==> src/rtl/gda_pkg.sv <==
package gda_pkg;
  localparam int unsigned DEFAULT_DOORS = 5;
  localparam int unsigned CHANNELS      = 2;

  typedef enum logic {
    CH_PRIMARY   = 1'b0,
    CH_SECONDARY = 1'b1
  } chan_e;
endpackage

==> src/rtl/gda_channel.sv <==
module gda_channel #(
  parameter int unsigned N_DOORS = gda_pkg::DEFAULT_DOORS
) (
  input  logic [N_DOORS-1:0] door_open,
  output logic [N_DOORS-1:0] warn,
  output logic               any_open
);
  function automatic logic f_any(input logic [N_DOORS-1:0] v);
    logic acc;
    acc = 1'b0;
    for (int i = 0; i < N_DOORS; i++) acc = acc | v[i];
    return acc;
  endfunction

  for (genvar g = 0; g < N_DOORS; g++) begin : g_door
    assign warn[g] = door_open[g];
  end

  assign any_open = f_any(door_open);
endmodule

==> src/rtl/gda_select.sv <==
module gda_select #(
  parameter int unsigned N_DOORS = gda_pkg::DEFAULT_DOORS
) (
  input  gda_pkg::chan_e     chan_sel,
  input  logic [N_DOORS-1:0] pri_warn,
  input  logic               pri_any,
  input  logic [N_DOORS-1:0] sec_warn,
  input  logic               sec_any,
  output logic [N_DOORS-1:0] sel_warn,
  output logic               sel_any
);
  always_comb begin
    if (chan_sel == gda_pkg::CH_SECONDARY) begin
      sel_warn = sec_warn;
      sel_any  = sec_any;
    end else begin
      sel_warn = pri_warn;
      sel_any  = pri_any;
    end
  end
endmodule

==> src/rtl/gda_lamp_stage.sv <==
module gda_lamp_stage #(
  parameter int unsigned N_DOORS = gda_pkg::DEFAULT_DOORS
) (
  input  logic               clk,
  input  logic               rst,
  input  logic               panel_en,
  input  logic [N_DOORS-1:0] sel_warn,
  input  logic               sel_any,
  output logic [N_DOORS-1:0] door_lamp_n,
  output logic               master_lamp_n
);
  localparam logic [N_DOORS-1:0] ALL_DARK = '1;

  function automatic logic [N_DOORS-1:0] f_door_drive(
    input logic [N_DOORS-1:0] warn, input logic en);
    return en ? ~warn : ALL_DARK;
  endfunction

  logic [N_DOORS-1:0] door_next;
  logic               master_next;

  assign door_next   = f_door_drive(sel_warn, panel_en);
  assign master_next = ~sel_any;

  always_ff @(posedge clk) begin
    if (rst) begin
      door_lamp_n   <= ALL_DARK;
      master_lamp_n <= 1'b1;
    end else begin
      door_lamp_n   <= door_next;
      master_lamp_n <= master_next;
    end
  end

  p_reset_dark_r1: assert property (@(posedge clk)
    rst |=> (&door_lamp_n && master_lamp_n));

  p_closed_dark_r2: assert property (@(posedge clk) disable iff (rst)
    (sel_warn == '0) |=> (&door_lamp_n && master_lamp_n));

  p_master_any_r3: assert property (@(posedge clk) disable iff (rst)
    (|sel_warn) |=> !master_lamp_n);

  p_door_map_r4: assert property (@(posedge clk) disable iff (rst)
    panel_en |=> (door_lamp_n == ~$past(sel_warn)));

  p_enable_gate_r5: assert property (@(posedge clk) disable iff (rst)
    !panel_en |=> &door_lamp_n);

  p_master_no_en_r6: assert property (@(posedge clk) disable iff (rst)
    (!panel_en && sel_any) |=> !master_lamp_n);
endmodule

==> src/rtl/gear_door_annunciator.sv <==
module gear_door_annunciator #(
  parameter int unsigned N_DOORS = gda_pkg::DEFAULT_DOORS
) (
  input  logic               clk,
  input  logic               rst,
  input  logic [N_DOORS-1:0] doors_pri,
  input  logic [N_DOORS-1:0] doors_sec,
  input  logic               chan_sel,
  input  logic               panel_en,
  output logic [N_DOORS-1:0] door_lamp_n,
  output logic               master_lamp_n
);
  localparam int unsigned NCH = gda_pkg::CHANNELS;

  logic [N_DOORS-1:0] ch_doors [NCH];
  logic [N_DOORS-1:0] ch_warn  [NCH];
  logic               ch_any   [NCH];
  logic [N_DOORS-1:0] sel_warn;
  logic               sel_any;
  gda_pkg::chan_e     sel_e;

  assign ch_doors[0] = doors_pri;
  assign ch_doors[1] = doors_sec;
  assign sel_e       = gda_pkg::chan_e'(chan_sel);

  for (genvar c = 0; c < NCH; c++) begin : g_chan
    gda_channel #(.N_DOORS(N_DOORS)) u_chan (
      .door_open (ch_doors[c]),
      .warn      (ch_warn[c]),
      .any_open  (ch_any[c])
    );
  end

  gda_select #(.N_DOORS(N_DOORS)) u_sel (
    .chan_sel (sel_e),
    .pri_warn (ch_warn[0]),
    .pri_any  (ch_any[0]),
    .sec_warn (ch_warn[1]),
    .sec_any  (ch_any[1]),
    .sel_warn (sel_warn),
    .sel_any  (sel_any)
  );

  gda_lamp_stage #(.N_DOORS(N_DOORS)) u_lamp (
    .clk           (clk),
    .rst           (rst),
    .panel_en      (panel_en),
    .sel_warn      (sel_warn),
    .sel_any       (sel_any),
    .door_lamp_n   (door_lamp_n),
    .master_lamp_n (master_lamp_n)
  );

  p_primary_pick_r7: assert property (@(posedge clk) disable iff (rst)
    (!chan_sel && panel_en) |=> (door_lamp_n == ~$past(doors_pri)));

  p_secondary_pick_r7: assert property (@(posedge clk) disable iff (rst)
    (chan_sel && panel_en) |=> (door_lamp_n == ~$past(doors_sec)));

  p_master_sec_r7: assert property (@(posedge clk) disable iff (rst)
    (chan_sel && (doors_sec == '0)) |=> master_lamp_n);
endmodule

==> config.mk <==
export PLATFORM = sky130hd
export DESIGN_NAME = gear_door_annunciator
export DESIGN_NICKNAME = d
export VERILOG_FILES = /design/src/rtl/gda_pkg.sv /design/src/rtl/gda_channel.sv /design/src/rtl/gda_select.sv /design/src/rtl/gda_lamp_stage.sv /design/src/rtl/gear_door_annunciator.sv
export SDC_FILE = /design/constraint.sdc
export NUM_CORES = 1
export LEC_CHECK = 0
export CAP_MARGIN = 20
export CORE_AREA = 2 2 39 41
export CTS_CLUSTER_SIZE = 28
export DETAILED_ROUTE_END_ITERATION = 12
export DIE_AREA = 0 0 41 43
export GPL_ROUTABILITY_DRIVEN = 0
export GPL_TIMING_DRIVEN = 0
export PLACE_DENSITY = 0.58
export SYNTH_ARGS = -nofsm -noshare
export SYNTH_HDL_FRONTEND = slang
export SYNTH_HIERARCHICAL = 1
export SYNTH_SLANG_ARGS = --single-unit
==> constraint.sdc <==
create_clock -name clk -period 1.5 [get_ports clk]
set_clock_uncertainty 0.15 [all_clocks]
set_input_delay 0.15 -clock clk [delete_from_list [all_inputs] [get_ports clk]]
set_output_delay 0.15 -clock clk [all_outputs]
set_load 0.02 [all_outputs]
== Yosys cells after proc, flatten, opt, wreduce, memory -nomap -nowiden ==
Index checks and enable logic that the tools add are counted.
Widths: inputs -> output; s select.

* Reductions and logical operators: 1
* Muxes and demuxes: 2
* Bitwise operators: 11

{| class="wikitable"
|+ Operators with widths
! operator !! count
|-
| $or 1x1->1 || 8
|-
| $mux 5 || 1
|-
| $not 5->5 || 1
|-
| $not 1->1 || 2
|-
| $reduce_or 2->1 || 1
|-
| $mux 1 || 1
|}

* Input bits: 14
* Output and inout port bits: 6
* Bits in registers: 6
* Word-level logic and storage cells: 16

== Logic depth before layout (Yosys ltp) ==
Gate-level depths: netlist of the first run.

* Depth in word-level cells: 6
* Mapped depth: 4
* Gate-level depth less buffers: 4

== Modules after synthesis ==
Netlist of the first run, hierarchy kept.

{| class="wikitable"
|+ Modules (own cells, without submodules)
! module !! instances !! area an instance (sq um) !! sequential area each (sq um) !! cells an instance
|-
| gda_lamp_stage || 1 || 163.9 || 120.1 || 12
|-
| gda_select || 1 || 101.3 || 0.0 || 7
|-
| gda_channel || 2 || 50.0 || 0.0 || 8
|}

== Worst setup path after synthesis of the first run ==
Ideal clock, no wire load.

* Kind: input-to-reg
* Start point: input port doors_pri[1]
* End point: register u_lamp.master_lamp_n
* Data arrival time: 682 ps
* Path slack: 609 ps
* Stages: 4
* Buffers on the path: 0
* Required time: 1291 ps
* Library setup time: 59 ps
* Path through: nor3_1 nand2_1 mux2_4 nand2b_1

{| class="wikitable"
|+ RTL lines
! element !! line !! source
|-
| from (decl) || gear_door_annunciator.sv:6 || <nowiki>input logic [N_DOORS-1:0] doors_pri,</nowiki>
|-
| to (signal assigned) || gda_lamp_stage.sv:31 || <nowiki>master_lamp_n <= master_next;</nowiki>
|-
| to (decl) || gda_lamp_stage.sv:10 || <nowiki>output logic master_lamp_n</nowiki>
|}

== Final worst setup path of the first run ==
* Start point: register u_lamp.door_lamp_n[1]
* End point: output port door_lamp_n[1]

{| class="wikitable"
|+ RTL lines
! element !! line !! source
|-
| from (decl) || gda_lamp_stage.sv:9 || <nowiki>output logic [N_DOORS-1:0] door_lamp_n,</nowiki>
|-
| from (signal assigned) || gda_lamp_stage.sv:30 || <nowiki>door_lamp_n <= door_next;</nowiki>
|-
| to (decl) || gear_door_annunciator.sv:10 || <nowiki>output logic [N_DOORS-1:0] door_lamp_n,</nowiki>
|}

No word-level cell between the ends.

==> metrics.txt, run 1 <==
status completed; Yosys top cell area share roughly a third; Mapped Cells 35; relative area change from synthesis to final layout 61.0%; detailed-route DRC error count 0; combinational share of power 27.5%; endpoints failing setup 0; synthesized area divided by synthesized cell count 10.4 sq um; worst-path cell with the longest stage delay sky130_fd_sc_hd__clkdlybuf4s50_1; fin util 42.5%; number of library cell types mapped by synthesis 9; ANT cells 0; H-Tree Level Count 1; critical path type flip-flop to output pin; DIE AREA 0.00176 sq mm; iteration-0 DRC count of the detailed router 0; Hold WC Path Type primary input to flip-flop; post-route setup TNS 0 ns; Post-Place Setup Slack 0.108 ns; total global-route track usage 8.93%; number of buffers inserted to repair setup after CTS 0; worst path cell trace clkdlybuf4s50_1; effective utilization at floorplan 26.4%; biggest area contributors in the synthesized netlist sky130_fd_sc_hd__dfxtp_1 33%, sky130_fd_sc_hd__mux2_4 25%, sky130_fd_sc_hd__buf_4 21%, sky130_fd_sc_hd__nand3b_1 10%, sky130_fd_sc_hd__buf_6 3.1%; max-slew violation total from the final report 0; launching element of the worst setup path u_lamp/door_lamp_n[1]; Post-Syn Nets 49; number of nets in the final layout 72; clock buffers created by TritonCTS 3; Reg clk slew, reported paths around 0.040 ns; CTS sink cnt 6; ratio of final minimum period to clock period 94.9%; final period demand of the worst path 1.42 ns; power density normalized to cell area 726 mW/mm^2; number of vias after detailed routing 282; vias in the first global route 278; Vert. Die Dim 43 um; TritonCTS clock tree built; switching power of the nets 0.0000880 W; Max VDD drop 174 uV; leftover overflow at the end of global routing 0; worst-case setup margin in the final layout 0.0764 ns; global-route wire length before repair 1020 um; cell type group with the largest total delay on the critical path buffers and inverters; Hold Startpoint chan_sel; nature of the critical path endpoint output pin; share of total power in the clock network between 30% and 40%; switching fraction of total power 20.6%; number of routed nets with antenna violations 0; number of antenna violations at the first check in global routing 0; setup repair after global routing missed its margin false; total buffers and inverters traversed by the critical path 1; cts-stage hold buffer count 0; library cell with the largest summed area after synthesis sky130_fd_sc_hd__dfxtp_1; maximum number of pins on one net before global-route repair 7; actual slew at the worst max-slew pin 0.210 ns; cell row count 14; number of warning messages in the yosys log 6; maximum clock frequency 702 MHz; Leakage 0.256 nW; count of TritonRoute iterations in the first routing pass 1; fraction of the yosys area taken by sequential cells between 30% and 40%; I/O pin total 20; sequential fraction of design power about two fifths; post-route worst hold slack 0.122 ns; startpoint type of the worst setup path flip-flop; required time reported for the critical path endpoint approximately 1.2 ns; die width 41 um; fraction of final layout cells sized beyond drive strength 1 35.7%; Bufs on Longest Clock Path 2; max-cap viol count 0; Port Buffer Count 18; area of the mapped netlist 365 sq um; count of instances resized after the clock tree is built 0; largest driver fanout on the critical path 1; Placeable Area 0.00138 sq mm; post-DR wirelength/cell 8.26 um; worst stage delay on the critical path 0.59 ns; Routed WL between 500 and 600 um; number of vias per cell after detailed routing 3.92; final hold violation count 0; Post-DP Area 566 sq um; worst rel slew slack 85.9%; flip-flop and latch count after synthesis 6; final standard cell area without fillers ~590 sq um; arrival time of data at the critical path endpoint between 1 and 1.5 ns; internal cell power around 0.00034 W; root buf cell sky130_fd_sc_hd__clkbuf_4
==> routing by layer <==
layer | up-vias | routed length [um] | global-route usage [%]
met5 | - | 0 | 0
met4 | 0 | 0 | 10.0
met3 | 0 | 45 | 1.57
met2 | 12 | 330 | 13.8
met1 | 121 | 219 | 8.65
li1 | 149 | - | -
==> cell usage after synthesis <==
| cell | count |
|---|---|
| sky130_fd_sc_hd__dfxtp_1 | 6 |
| sky130_fd_sc_hd__nor2_1 | 2 |
| sky130_fd_sc_hd__mux2_4 | 6 |
| sky130_fd_sc_hd__buf_6 | 1 |
| sky130_fd_sc_hd__buf_4 | 10 |
| sky130_fd_sc_hd__nand2b_1 | 1 |
| sky130_fd_sc_hd__nor3_1 | 2 |
| sky130_fd_sc_hd__nand2_1 | 2 |
| sky130_fd_sc_hd__nand3b_1 | 5 |
==> final timing paths <==
path	end	cells after the start	slack, ns
worst max-delay path	door_lamp_n[1]	1	0.08
worst min-delay path	u_lamp/master_lamp_n	3	0.12
==> area by class of cell <==
type                    count  area (sq um)
flip-flops and latches      6           120
clock buffers               3          22.5
fillers                   162           796
repair buffers             18           180
well taps                  16          20.0
multi-input cells          18           159
plain buffers              11          86.3
==> cell usage in the layout (no fill, tap or decap) <==
master                             n
sky130_fd_sc_hd__nand2_1           2
sky130_fd_sc_hd__dfxtp_1           6
sky130_fd_sc_hd__nand2b_1          1
sky130_fd_sc_hd__nand3b_1          5
sky130_fd_sc_hd__clkdlybuf4s50_1  18
sky130_fd_sc_hd__nor2_1            2
sky130_fd_sc_hd__clkbuf_4          3
sky130_fd_sc_hd__mux2_4            6
sky130_fd_sc_hd__buf_6             1
sky130_fd_sc_hd__nor3_1            2
sky130_fd_sc_hd__buf_4            10
==> state kept, by name (all words and copies together) (netlist names) <==
signal                flops
u_lamp/master_lamp_n      1
u_lamp/door_lamp_n        5
==> power by group through the flow <==
stage               clock network (W)  logic (W)  registers, W
floorplan                           0  0.0000519      0.000183
global placement                    0   0.000118      0.000172
detailed placement                  0   0.000118      0.000172
CTS                          0.000149   0.000119      0.000170
global route                 0.000157   0.000127      0.000170
finish                       0.000140   0.000117      0.000170
==> logic make-up after synthesis <==
kind of cell | count (synthesis) | share of synthesized area [%]
flip-flops | 6 | 32.9
buffers and inverters | 11 | 23.6
multiplexers | 6 | 24.7
AND/OR/NAND/NOR | 12 | 18.8
==> metrics by stage <==
step                instances  total power (W)
floorplan                  35         0.000235
global placement           69         0.000290
detailed placement         69         0.000291
CTS                        72         0.000438
global route               72         0.000454
finish                     72         0.000427
Note: power is estimated with default switching activity, not from simulation.
==> run 2: changes to the inputs <==
Settings changed: CAP_MARGIN 20 to not set.
==> results of run 2 <==
The final DEF is identical to that of run 1; final timing and power are the same.
==> run 3: changes to the inputs <==
Settings changed: REMOVE_ABC_BUFFERS set to 1.
==> run 3 against run 2 <==
First-iteration DRC count unchanged. Count of clock-buffer cells in the layout unchanged. Worst setup slack worse by 0.0041 ns. Via count down 16%. Core utilization down 5.5 points. Combinational power down 17%. Global-route usage down 3.1 points. Wire length down 17%. Total power down 5.2%. Non-clock buffer count down 10. Highest routed layer unchanged.
==> metrics.txt, run 3 (synthesis results as in run 1) <==
Port Buffer Count 19; startpoint type of the worst setup path flip-flop; Hold WC Path Type primary input to flip-flop; die width 41 um; count of TritonRoute iterations in the first routing pass 1; switching power of the nets 0.0000819 W; worst path cell trace clkdlybuf4s50_1; Bufs on Longest Clock Path 2; number of antenna violations at the first check in global routing 0; root buf cell sky130_fd_sc_hd__clkbuf_4; status completed; worst rel slew slack 75.5%; clock buffers created by TritonCTS 3; detailed-route DRC error count 0; number of gates on the worst path with buffers counted 1; FF/Latch Area 120 sq um; met1 GRT Util 5.14%; critical path type flip-flop to output pin; sequential fraction of design power 41.9%; fraction of final layout cells sized beyond drive strength 1 19.6%; cts-stage hold buffer count 0; number of vias per cell after detailed routing roughly 3.8; vias in the first global route roughly 190; actual slew at the worst max-slew pin around 0.37 ns; nature of the critical path endpoint output pin; Reg clk slew, reported paths about 0.04 ns; Routed WL 494 um; I/O pin total 20; max-cap viol count 0; cell type group with the largest total delay on the critical path buffers and inverters; combinational share of power 24.1%; arrival time of data at the critical path endpoint between 1 and 1.5 ns; Leakage 0.206 nW; number of routed nets with antenna violations 0; CTS sink cnt 6; Max VDD drop around 190 uV; Vert. Die Dim 43 um; cell row count 14; final hold violation count 0; post-DR wirelength/cell 7.97 um; maximum number of pins on one net before global-route repair 7; worst-path cell with the longest stage delay sky130_fd_sc_hd__clkdlybuf4s50_1; endpoints failing setup 0; DIE AREA 0.00176 sq mm; GRT met2 Usage under 10%; required time reported for the critical path endpoint 1.20 ns; internal cell power around 0.00032 W; H-Tree Level Count 1; ratio of final minimum period to clock period 95.2%; maximum clock frequency 700 MHz; post-route setup TNS 0 ns; iteration-0 DRC count of the detailed router 0; highest-utilization routing layer at the global route stage met2; placed wire-length estimate 453 um; final period demand of the worst path 1.43 ns; Top Registers u_lamp/door_lamp_n (5), u_lamp/master_lamp_n (1); Largest register FFs 5; relative area change from synthesis to final layout 40.1%; largest driver fanout on the critical path 1; leftover overflow at the end of global routing 0; max-slew violation total from the final report 0; fillcell total 157; Most flops, register u_lamp/door_lamp_n; share of total power in the clock network 34.0%; worst stage delay on the critical path 0.59 ns; Placeable Area between 0.001 and 0.0015 sq mm; depth of the worst hold-timing path 2; global-route wire length before repair 648 um; count of instances resized after the clock tree is built 0; met3 track demand over resource 0%; leading cell type in the layout, fill and taps excluded sky130_fd_sc_hd__clkdlybuf4s50_1; number of nets in the final layout 62; total buffers and inverters traversed by the critical path 1; power density normalized to cell area between 700 and 800 mW/mm^2; effective utilization at floorplan 26.4%; number of vias after detailed routing 238; total global-route track usage 5.82%; TritonCTS clock tree built; setup repair after global routing missed its margin false; ANT cells 0; most frequent cells in the layout 19 x sky130_fd_sc_hd__clkdlybuf4s50_1, 6 x sky130_fd_sc_hd__dfxtp_1, 6 x sky130_fd_sc_hd__mux2_4; area used by multi-input combinational logic 159 sq um; switching fraction of total power 20.2%; post-route worst hold slack 0.398 ns; number of buffers inserted to repair setup after CTS 0
==> run 3: changes by cell type in the layout (fill, tap and decap cells not counted), sizes merged <==
| cell | change |
|---|---|
| buf | -11 |
| clkdlybuf4s50 | +1 |
==> run 3: path summary, 6_finish.rpt <==
kind                                end             startpoint  slack, ns
setup / recovery         door_lamp_n[1]  u_lamp/door_lamp_n[1]       0.07
hold / removal    u_lamp/door_lamp_n[0]               panel_en       0.40
==> run 3: metal layers <==
| layer | share of wire [%] | up-vias |
|---|---|---|
| li1 | - | 131 |
| met1 | 39 | 91 |
| met2 | 50 | 16 |
| met3 | 11 | 0 |
| met4 | 0 | 0 |
| met5 | 0 | - |
==> run 3: stage by stage <==
step	setup WS, ns	total power (W)	cells	util [%]	instance area [sq um]
2_1_floorplan	0.609	0.000210	24	-	279
5_1_grt	0.0350	0.000422	62	37.0	512
4_1_cts	0.0614	0.000411	62	37.0	512
3_3_place_gp	0.0369	0.000270	59	35.4	489
3_5_place_dp	0.0258	0.000271	59	35.4	489
6_report	0.0723	0.000405	62	37.0	512
==> run 3: area by class of cell <==
cell class,count,share of cell area [%]
clock buffers,3,4.40
multi-input cells,18,31.1
flip-flops and latches,6,23.5
well taps,16,3.91
repair buffers,19,37.2
==> run 3: power by group through the flow <==
stage	sequential, W	combinational, W	clock [W]
floorplan	0.000183	0.0000275	0
global placement	0.000172	0.0000975	0
detailed placement	0.000173	0.0000983	0
CTS	0.000170	0.0000984	0.000143
global route	0.000170	0.000104	0.000148
finish	0.000170	0.0000974	0.000138
